===== config.mk =====
export PLATFORM = sky130hd
export DESIGN_NAME = ras_ctrl
export DESIGN_NICKNAME = d
export VERILOG_FILES = /design/src/rtl/ras_pkg.sv /design/src/rtl/ras_irq_gate.sv /design/src/rtl/ras_ptr.sv /design/src/rtl/ras_store.sv /design/src/rtl/ras_ctrl.sv
export SDC_FILE = /design/constraint.sdc
export NUM_CORES = 1
export LEC_CHECK = 0
export ABC_AREA = 1
export BUFFER_PORTS_ARGS = -buffer_cell sky130_fd_sc_hd__buf_2
export CELL_PAD_IN_SITES_DETAIL_PLACEMENT = 1
export CELL_PAD_IN_SITES_GLOBAL_PLACEMENT = 1
export CORE_UTILIZATION = 48
export DETAILED_ROUTE_END_ITERATION = 12
export GPL_TIMING_DRIVEN = 0
export PLACE_DENSITY_LB_ADDON = 0.1
export SLEW_MARGIN = 15
export SYNTH_ARGS = -nofsm -noshare
export SYNTH_HDL_FRONTEND = slang
export SYNTH_SLANG_ARGS = --single-unit

===== constraint.sdc =====
create_clock -name clk -period 3.2 [get_ports clk]
set_clock_uncertainty 0.1 [all_clocks]
set_input_delay 0.32 -clock clk [delete_from_list [all_inputs] [get_ports clk]]
set_output_delay 0.32 -clock clk [all_outputs]
set_load 0.02 [all_outputs]

===== src/rtl/ras_pkg.sv =====
package ras_pkg;
  typedef enum logic [1:0] {
    RAS_IDLE = 2'd0,
    RAS_PUSH = 2'd1,
    RAS_POP  = 2'd2
  } ras_op_e;
endpackage


===== src/rtl/ras_irq_gate.sv =====
module ras_irq_gate (
  input  logic clk,
  input  logic rst_n,
  input  logic irq_req_i,
  input  logic full_i,
  input  logic push_i,
  input  logic pop_i,
  output logic ack_o,
  output logic flag_o
);
  logic flag_q;

  // grant only into a free slot and only in a cycle the core leaves alone
  assign ack_o  = flag_q & ~full_i & ~push_i & ~pop_i;
  assign flag_o = flag_q;

  always_ff @(posedge clk) begin
    if (!rst_n) flag_q <= 1'b0;
    else        flag_q <= irq_req_i | (flag_q & ~ack_o);
  end
endmodule


===== src/rtl/ras_ptr.sv =====
module ras_ptr
  import ras_pkg::*;
#(
  parameter int DEPTH = 4,
  localparam int IDX_W = $clog2(DEPTH),
  localparam int CNT_W = $clog2(DEPTH + 1)
) (
  input  logic             clk,
  input  logic             rst_n,
  input  ras_op_e          op_i,
  output logic [IDX_W-1:0] wr_idx_o,
  output logic [IDX_W-1:0] rd_idx_o,
  output logic [CNT_W-1:0] occ_o,
  output logic             full_o
);
  localparam logic [CNT_W-1:0] OCC_MAX = CNT_W'(DEPTH);

  logic [IDX_W-1:0] idx_q;
  logic [CNT_W-1:0] occ_q;

  always_ff @(posedge clk) begin
    if (!rst_n) begin
      idx_q <= '0;
      occ_q <= '0;
    end else begin
      case (op_i)
        RAS_PUSH: begin
          idx_q <= idx_q + 1'b1;
          if (occ_q != OCC_MAX) occ_q <= occ_q + 1'b1;
        end
        RAS_POP: begin
          idx_q <= idx_q - 1'b1;
          if (occ_q != '0) occ_q <= occ_q - 1'b1;
        end
        default: ;
      endcase
    end
  end

  assign wr_idx_o = idx_q;
  assign rd_idx_o = idx_q - 1'b1;
  assign occ_o    = occ_q;
  assign full_o   = (occ_q == OCC_MAX);
endmodule


===== src/rtl/ras_store.sv =====
module ras_store #(
  parameter int PC_W  = 11,
  parameter int DEPTH = 4,
  localparam int IDX_W = $clog2(DEPTH)
) (
  input  logic             clk,
  input  logic             rst_n,
  input  logic             we_i,
  input  logic [IDX_W-1:0] wr_idx_i,
  input  logic [PC_W-1:0]  wr_data_i,
  input  logic [IDX_W-1:0] rd_idx_i,
  output logic [PC_W-1:0]  rd_data_o
);
  logic [PC_W-1:0] slot_q [DEPTH];

  for (genvar g = 0; g < DEPTH; g++) begin : g_slot
    always_ff @(posedge clk) begin
      if (!rst_n)                                  slot_q[g] <= '0;
      else if (we_i && (wr_idx_i == IDX_W'(g)))    slot_q[g] <= wr_data_i;
    end
  end

  assign rd_data_o = slot_q[rd_idx_i];
endmodule


===== src/rtl/ras_ctrl.sv =====
module ras_ctrl
  import ras_pkg::*;
#(
  parameter int PC_W  = 11,
  parameter int DEPTH = 4
) (
  input  logic            clk,
  input  logic            rst_n,
  input  logic            push_i,
  input  logic            pop_i,
  input  logic [PC_W-1:0] push_pc_i,
  output logic [PC_W-1:0] ret_pc_o,
  output logic            full_o,
  input  logic            irq_req_i,
  output logic            irq_ack_o
);
  localparam int IDX_W = $clog2(DEPTH);
  localparam int CNT_W = $clog2(DEPTH + 1);

  ras_op_e          op_w;
  logic [IDX_W-1:0] wr_idx_w;
  logic [IDX_W-1:0] rd_idx_w;
  logic [CNT_W-1:0] occ_w;
  logic             irq_flag_w;
  logic             full_w;
  logic             ack_w;

  ras_irq_gate u_gate (
    .clk       (clk),
    .rst_n     (rst_n),
    .irq_req_i (irq_req_i),
    .full_i    (full_w),
    .push_i    (push_i),
    .pop_i     (pop_i),
    .ack_o     (ack_w),
    .flag_o    (irq_flag_w)
  );

  // a call or a granted acknowledge saves the PC; a call beats a return
  always_comb begin
    if (push_i || ack_w) op_w = RAS_PUSH;
    else if (pop_i)      op_w = RAS_POP;
    else                 op_w = RAS_IDLE;
  end

  ras_ptr #(.DEPTH(DEPTH)) u_ptr (
    .clk      (clk),
    .rst_n    (rst_n),
    .op_i     (op_w),
    .wr_idx_o (wr_idx_w),
    .rd_idx_o (rd_idx_w),
    .occ_o    (occ_w),
    .full_o   (full_w)
  );

  ras_store #(.PC_W(PC_W), .DEPTH(DEPTH)) u_store (
    .clk       (clk),
    .rst_n     (rst_n),
    .we_i      (op_w == RAS_PUSH),
    .wr_idx_i  (wr_idx_w),
    .wr_data_i (push_pc_i),
    .rd_idx_i  (rd_idx_w),
    .rd_data_o (ret_pc_o)
  );

  assign full_o    = full_w;
  assign irq_ack_o = ack_w;
endmodule


**Word level (Yosys, flattened, before mapping)**

Memory sizes are Yosys's and may differ from the RTL's.
Cells that the tools add are included.

- Equal/unequal tests: 9
- Add/sub/neg operators: 4
- Reductions and logical operators: 9
- Bitwise operators: 13
- Multiplexer cells: 23

Operators by type and width:

| operator | count |
|---|---|
| 11-bit two-way mux | 4 |
| 1-bit two-way mux | 13 |
| 2-bit == test (second input constant) | 3 |
| 3-bit two-way mux | 2 |
| 3-bit one-hot mux with 2 select lines | 1 |
| 1-bit bitwise OR | 5 |
| 1-bit AND | 4 |
| 2-bit by 1-bit == test with 1-bit output (second input constant) | 2 |
| 1-bit logical AND | 4 |
| 2-bit two-way mux | 2 |
| 1-bit NOT | 4 |
| 2-bit one-hot mux with 2 select lines | 1 |
| 3-bit by 1-bit adder with 3-bit output (second input constant) | 1 |
| 3-bit == test (second input constant) | 1 |
| 3-bit != test (second input constant) | 1 |
| 3-bit AND reduction | 1 |
| 3-bit nonzero test | 1 |
| 3-bit by 1-bit subtractor with 3-bit output (second input constant) | 1 |
| 2-bit by 1-bit adder with 2-bit output (second input constant) | 1 |
| 2-bit logical NOT | 1 |
| 2-bit by 1-bit != test with 1-bit output (second input constant) | 1 |
| 2-bit != test (second input constant) | 1 |
| 2-bit nonzero test | 1 |
| 2-bit by 1-bit subtractor with 2-bit output (second input constant) | 1 |
| 1-bit logical OR | 1 |

- Logic and storage cells: 62
- Bits in registers: 6
- Bits in writable memories: 44
- Memories kept: 1
- Output and inout port bits: 13
- Input port bits: 16

Memory list:

| name | depth | width | rd ports | clocked after Yosys merged registers in | write ports | RTL line | source |
|---|---|---|---|---|---|---|---|
| u_store.slot_q | 4 | 11 | 1 | 0 | 4 | ras_store.sv:14 | `logic [PC_W-1:0] slot_q [DEPTH];` |

**Logic depth before layout (Yosys ltp)**

- Depth after elaboration: 13
- Mapped depth: 8
- Depth with buffers taken out: 8

**Modules after synthesis**

From an unflattened synthesis, not the netlist that was laid out.

- Cells, all modules: 327
- Area total of the unflattened synthesis: 2673.8 um2

Modules (own cells, without submodules):

| module | instances | cells an instance | seq. area each (um2) | area an instance (um2) |
|---|---|---|---|---|
| ras_store | 1 | 249 | 1321.3 | 2199.6 |
| ras_ptr | 1 | 63 | 100.1 | 391.6 |
| ras_irq_gate | 1 | 10 | 20.0 | 58.8 |
| ras_ctrl | 1 | 5 | 0.0 | 23.8 |

**Worst setup path after synthesis**

Ideal clock, no wire load.

- Path kind: register to output
- Start: register u_ptr.idx_q[0] (netlist: u_ptr.wr_idx_o[0])
- End: output ret_pc_o[0]
- Setup slack: 1.025 ns
- Data required time: 2.780 ns
- Arrival time: 1.755 ns
- Buffers on the path: 2
- Stages on the path, launching flop included: 8
- Path through: dfxtp_1 > inv_1 > buf_2 > ha_1 > inv_1 > clkbuf_1 > o21ai_0 > o22ai_1

- Word-level cells in the longest chain between the ends: 2

Ends and longest elaborated chain:

| element | RTL line | source |
|---|---|---|
| start: declaration | ras_ptr.sv:18 | `logic [IDX_W-1:0] idx_q;` |
| start signal: assignment | ras_ptr.sv:28 | `idx_q <= idx_q + 1'b1;` |
| start signal: assignment | ras_ptr.sv:32 | `idx_q <= idx_q - 1'b1;` |
| 2-bit by 1-bit subtractor with 2-bit output | ras_ptr.sv:41 | `assign rd_idx_o = idx_q - 1'b1;` |
| memory 4 x 11 bit | n/a |  |
| end: declaration | ras_ctrl.sv:12 | `output logic [PC_W-1:0] ret_pc_o,` |

Every way passes these cells.

**Worst setup path after layout**

- Start: register u_ptr.idx_q[0] (netlist: u_ptr.wr_idx_o[0])
- End: output ret_pc_o[6]

The elaborated chain is that of the path after synthesis.

==> qor.json <==
{
  "final_period_minus_worst_setup_slack_ns": 2.904,
  "die_width_um": 72.14,
  "critPathTopFamily": "buffers and inverters",
  "io_buffers": 28,
  "drive_gt1_share_pct": 19.20,
  "highest_layer": "met4",
  "postSynthRegisterBits": 50,
  "worst_ep_arrival_time_ns": 2.48,
  "avgRoutedWirePerCell_um": 16.66,
  "setup_viol": 0,
  "pin_count_of_the_biggest_net_entering_global_routing": 16,
  "cts.path.max_buffers": 2,
  "postCtsSetupBuffers": 0,
  "detailedRoute.firstIterationViolations": 118,
  "clock_tree.htree_level_count": 2,
  "wl_met1_um": 2391,
  "setup-tns-final_ns": 0,
  "grt_setup_unrepaired": "false",
  "synth.yosys.seq_area_share_pct": 61.05,
  "post_cts_hold_buffer_count": 0,
  "layout_commonest_cell": "nor2_1",
  "ir_worst_vdd_v": 0.0004386,
  "timing.final.crit_share_pct": 90.76,
  "cpPeakStageDelay_ns": 0.54,
  "post_synthesis_cells": 241,
  "drv_cap": 0,
  "register_area_um2": 1441,
  "post_synth_num_cell_types": 21,
  "initial_antenna_violation_count": 0,
  "clock_sinks": 50,
  "holdWs_ns": 0.1079,
  "drtPass1Iterations": 4,
  "wl_met2_um": 2995,
  "placement_rows": 25,
  "dominantRegCellSynth": "edfxtp_1",
  "cpMaxStageDelayCell": "dfxtp_1",
  "largest_driver_fanout_on_the_critical_path": 12,
  "multiInputGateArea_um2": 748.2,
  "routed-via-count": 1767,
  "finalWeightedCongestion": 0.7284,
  "final.fill_count": 556,
  "cts_root_buffer": "clkbuf_8",
  "synth.yosys.warnings": 0,
  "clock_latency_reported_for_the_late_side_of_the_worst_skew_pair_ns": 0.31,
  "numCtsBuffers": 5,
  "finalWirelength_um": 5713,
  "chipHeight_um": 72.14,
  "synth_area_um2": 2361,
  "first_global_vias": 1889,
  "diode_count": 0,
  "wl_met3_um": 194,
  "core-area_um2": 4723,
  "timing.final.hold_violations": 0,
  "synth_enable_flop_cells": 44,
  "worst_slew_pin_tran_ns": 0.6228,
  "timing.critical_path.to_type": "output pin",
  "detail_route.vias_per_cell": 5.152,
  "list_of_cells_traversed_by_the_critical_path": "inv_1, buf_2, ha_1, inv_1, o21ai_0, o22ai_1, buf_2",
  "timing.critical_path.buf_inv": 4,
  "max_freq_ghz": 0.3443,
  "io_pins": 29,
  "critPathLaunchType": "flop",
  "global_route_wire_length_before_repair_um": 9287,
  "drc": 0,
  "fp.dieArea_um2": 5203,
  "total_power_divided_by_cell_area_nw_per_um2": 625.9,
  "ys_async_sr_fraction_pct": 0,
  "design.final.nets": 296,
  "mappedNetlistNets": 262,
  "initial_utilization_pct": 49.99,
  "class_of_the_most_critical_hold_timing_path": "in -> reg",
  "clkTransAtPathRegs_ns": 0.09,
  "worst-endpoint-required_ns": 2.78,
  "leakagePower_uw": 0.001193,
  "leading_cell_types_in_the_layout_fill_and_taps_excluded": "nor2_1 (72), edfxtp_1 (44), buf_2 (30)",
  "status": "finished, final reports clean",
  "cts_repair_resize_count": 0,
  "ant_nets": 0,
  "syn_area_per_cell_um2": 9.797,
  "timing.slew.headroom_pct": 58.38,
  "worstSetupPathType": "reg -> out",
  "globalRoute.totalOverflow": 0,
  "grt_util_all_layers_pct": 25.20,
  "maxSlewViolCount": 0,
  "post-dp-hpwl_um": 3992,
  "area_growth_syn_to_layout_pct": 15.00,
  "clock_tree_from_tritoncts": "built"
}
==> cell type report <==
| cell class | count | area share (%) |
|---|---|---|
| clock buffer | 5 | 2.535 |
| inverter | 26 | 3.594 |
| multi-input combinational | 154 | 27.56 |
| clock inverter | 3 | 2.350 |
| buffer | 10 | 2.627 |
| tap | 67 | 3.088 |
| sequential | 50 | 53.09 |
| timing repair buffer | 28 | 5.161 |
==> cells in the mapped netlist (2+ instances only) <==
cell type  number  area [um2]
nor2_1         72       270.3
edfxtp_1       44        1321
o21ai_0        25       125.1
inv_1          24       90.09
nand2_1        22       82.58
o22ai_1        11       68.82
dfxtp_1         6       120.1
a21oi_1         5       25.02
clkbuf_1        5       18.77
buf_6           4       45.04
ha_1            4       50.05
nand3_2         4       40.04
nand3_1         3       15.01
nor2_2          3       18.77
buf_2           2       10.01
nand2_2         2       12.51
==> state kept, by name, summed over array words and instances (netlist names) <==
signal,cells
u_store.slot_q,44
u_ptr.occ_o,3
u_gate.flag_o,1
u_ptr.wr_idx_o,2
==> stage by stage <==
stage | area, um2 | power, uW | setup slack (ns) | util (%) | instances
floorplan | 2361 | 1056 | 1.025 | - | 241
global placement | 2585 | 1171 | 0.5003 | 54.73 | 336
detailed placement | 2585 | 1192 | 0.4438 | 54.73 | 336
CTS | 2718 | 1710 | 0.07869 | 57.54 | 344
global route | 2715 | 1766 | 0.1517 | 57.48 | 343
finish | 2715 | 1699 | 0.2955 | 57.48 | 343
==> path summary, 6_finish.rpt <==
check,startpoint,to,slack (ns),depth (start not counted)
worst max-delay path,u_ptr.wr_idx_o[0],ret_pc_o[6],0.30,7
worst max register to register,u_ptr.wr_idx_o[0],u_ptr.wr_idx_o[1],1.00,7
worst min-delay path,irq_req_i,u_gate.flag_o,0.11,3
worst min register to register,u_ptr.occ_o[1],u_ptr.occ_o[1],0.42,2
==> layer usage <==
layer | vias up | GRT usage [%]
met5 | - | 0
met4 | 0 | 10.68
met3 | 12 | 3.750
met2 | 40 | 46.42
met1 | 852 | 29.06
li1 | 863 | -
==> kinds of logic after synthesis <==
family / share of synthesized area (%)
AO/OA/AOI/OAI: 9.274
XOR/XNOR: 0.3710
adder cells (fa/ha/maj): 2.968
buffers and inverters: 7.260
flip-flops: 61.05
AND/OR/NAND/NOR: 19.08
==> tightest hold or removal path, delay by kind of cell <==
kind                   cells  cell delay, ns
buffers and inverters      1            0.08
and+or+nand+nor            1            0.06
AOI/OAI and AO/OA          1            0.03
==> report_power, final <==
group	total (uW)	internal, uW	switching (uW)	leakage, uW
clock	529	309	220	0.0000658
combinational	371	116	255	0.000615
sequential	799	773	26.1	0.000512
Note: power is estimated with default switching activity, not from simulation.
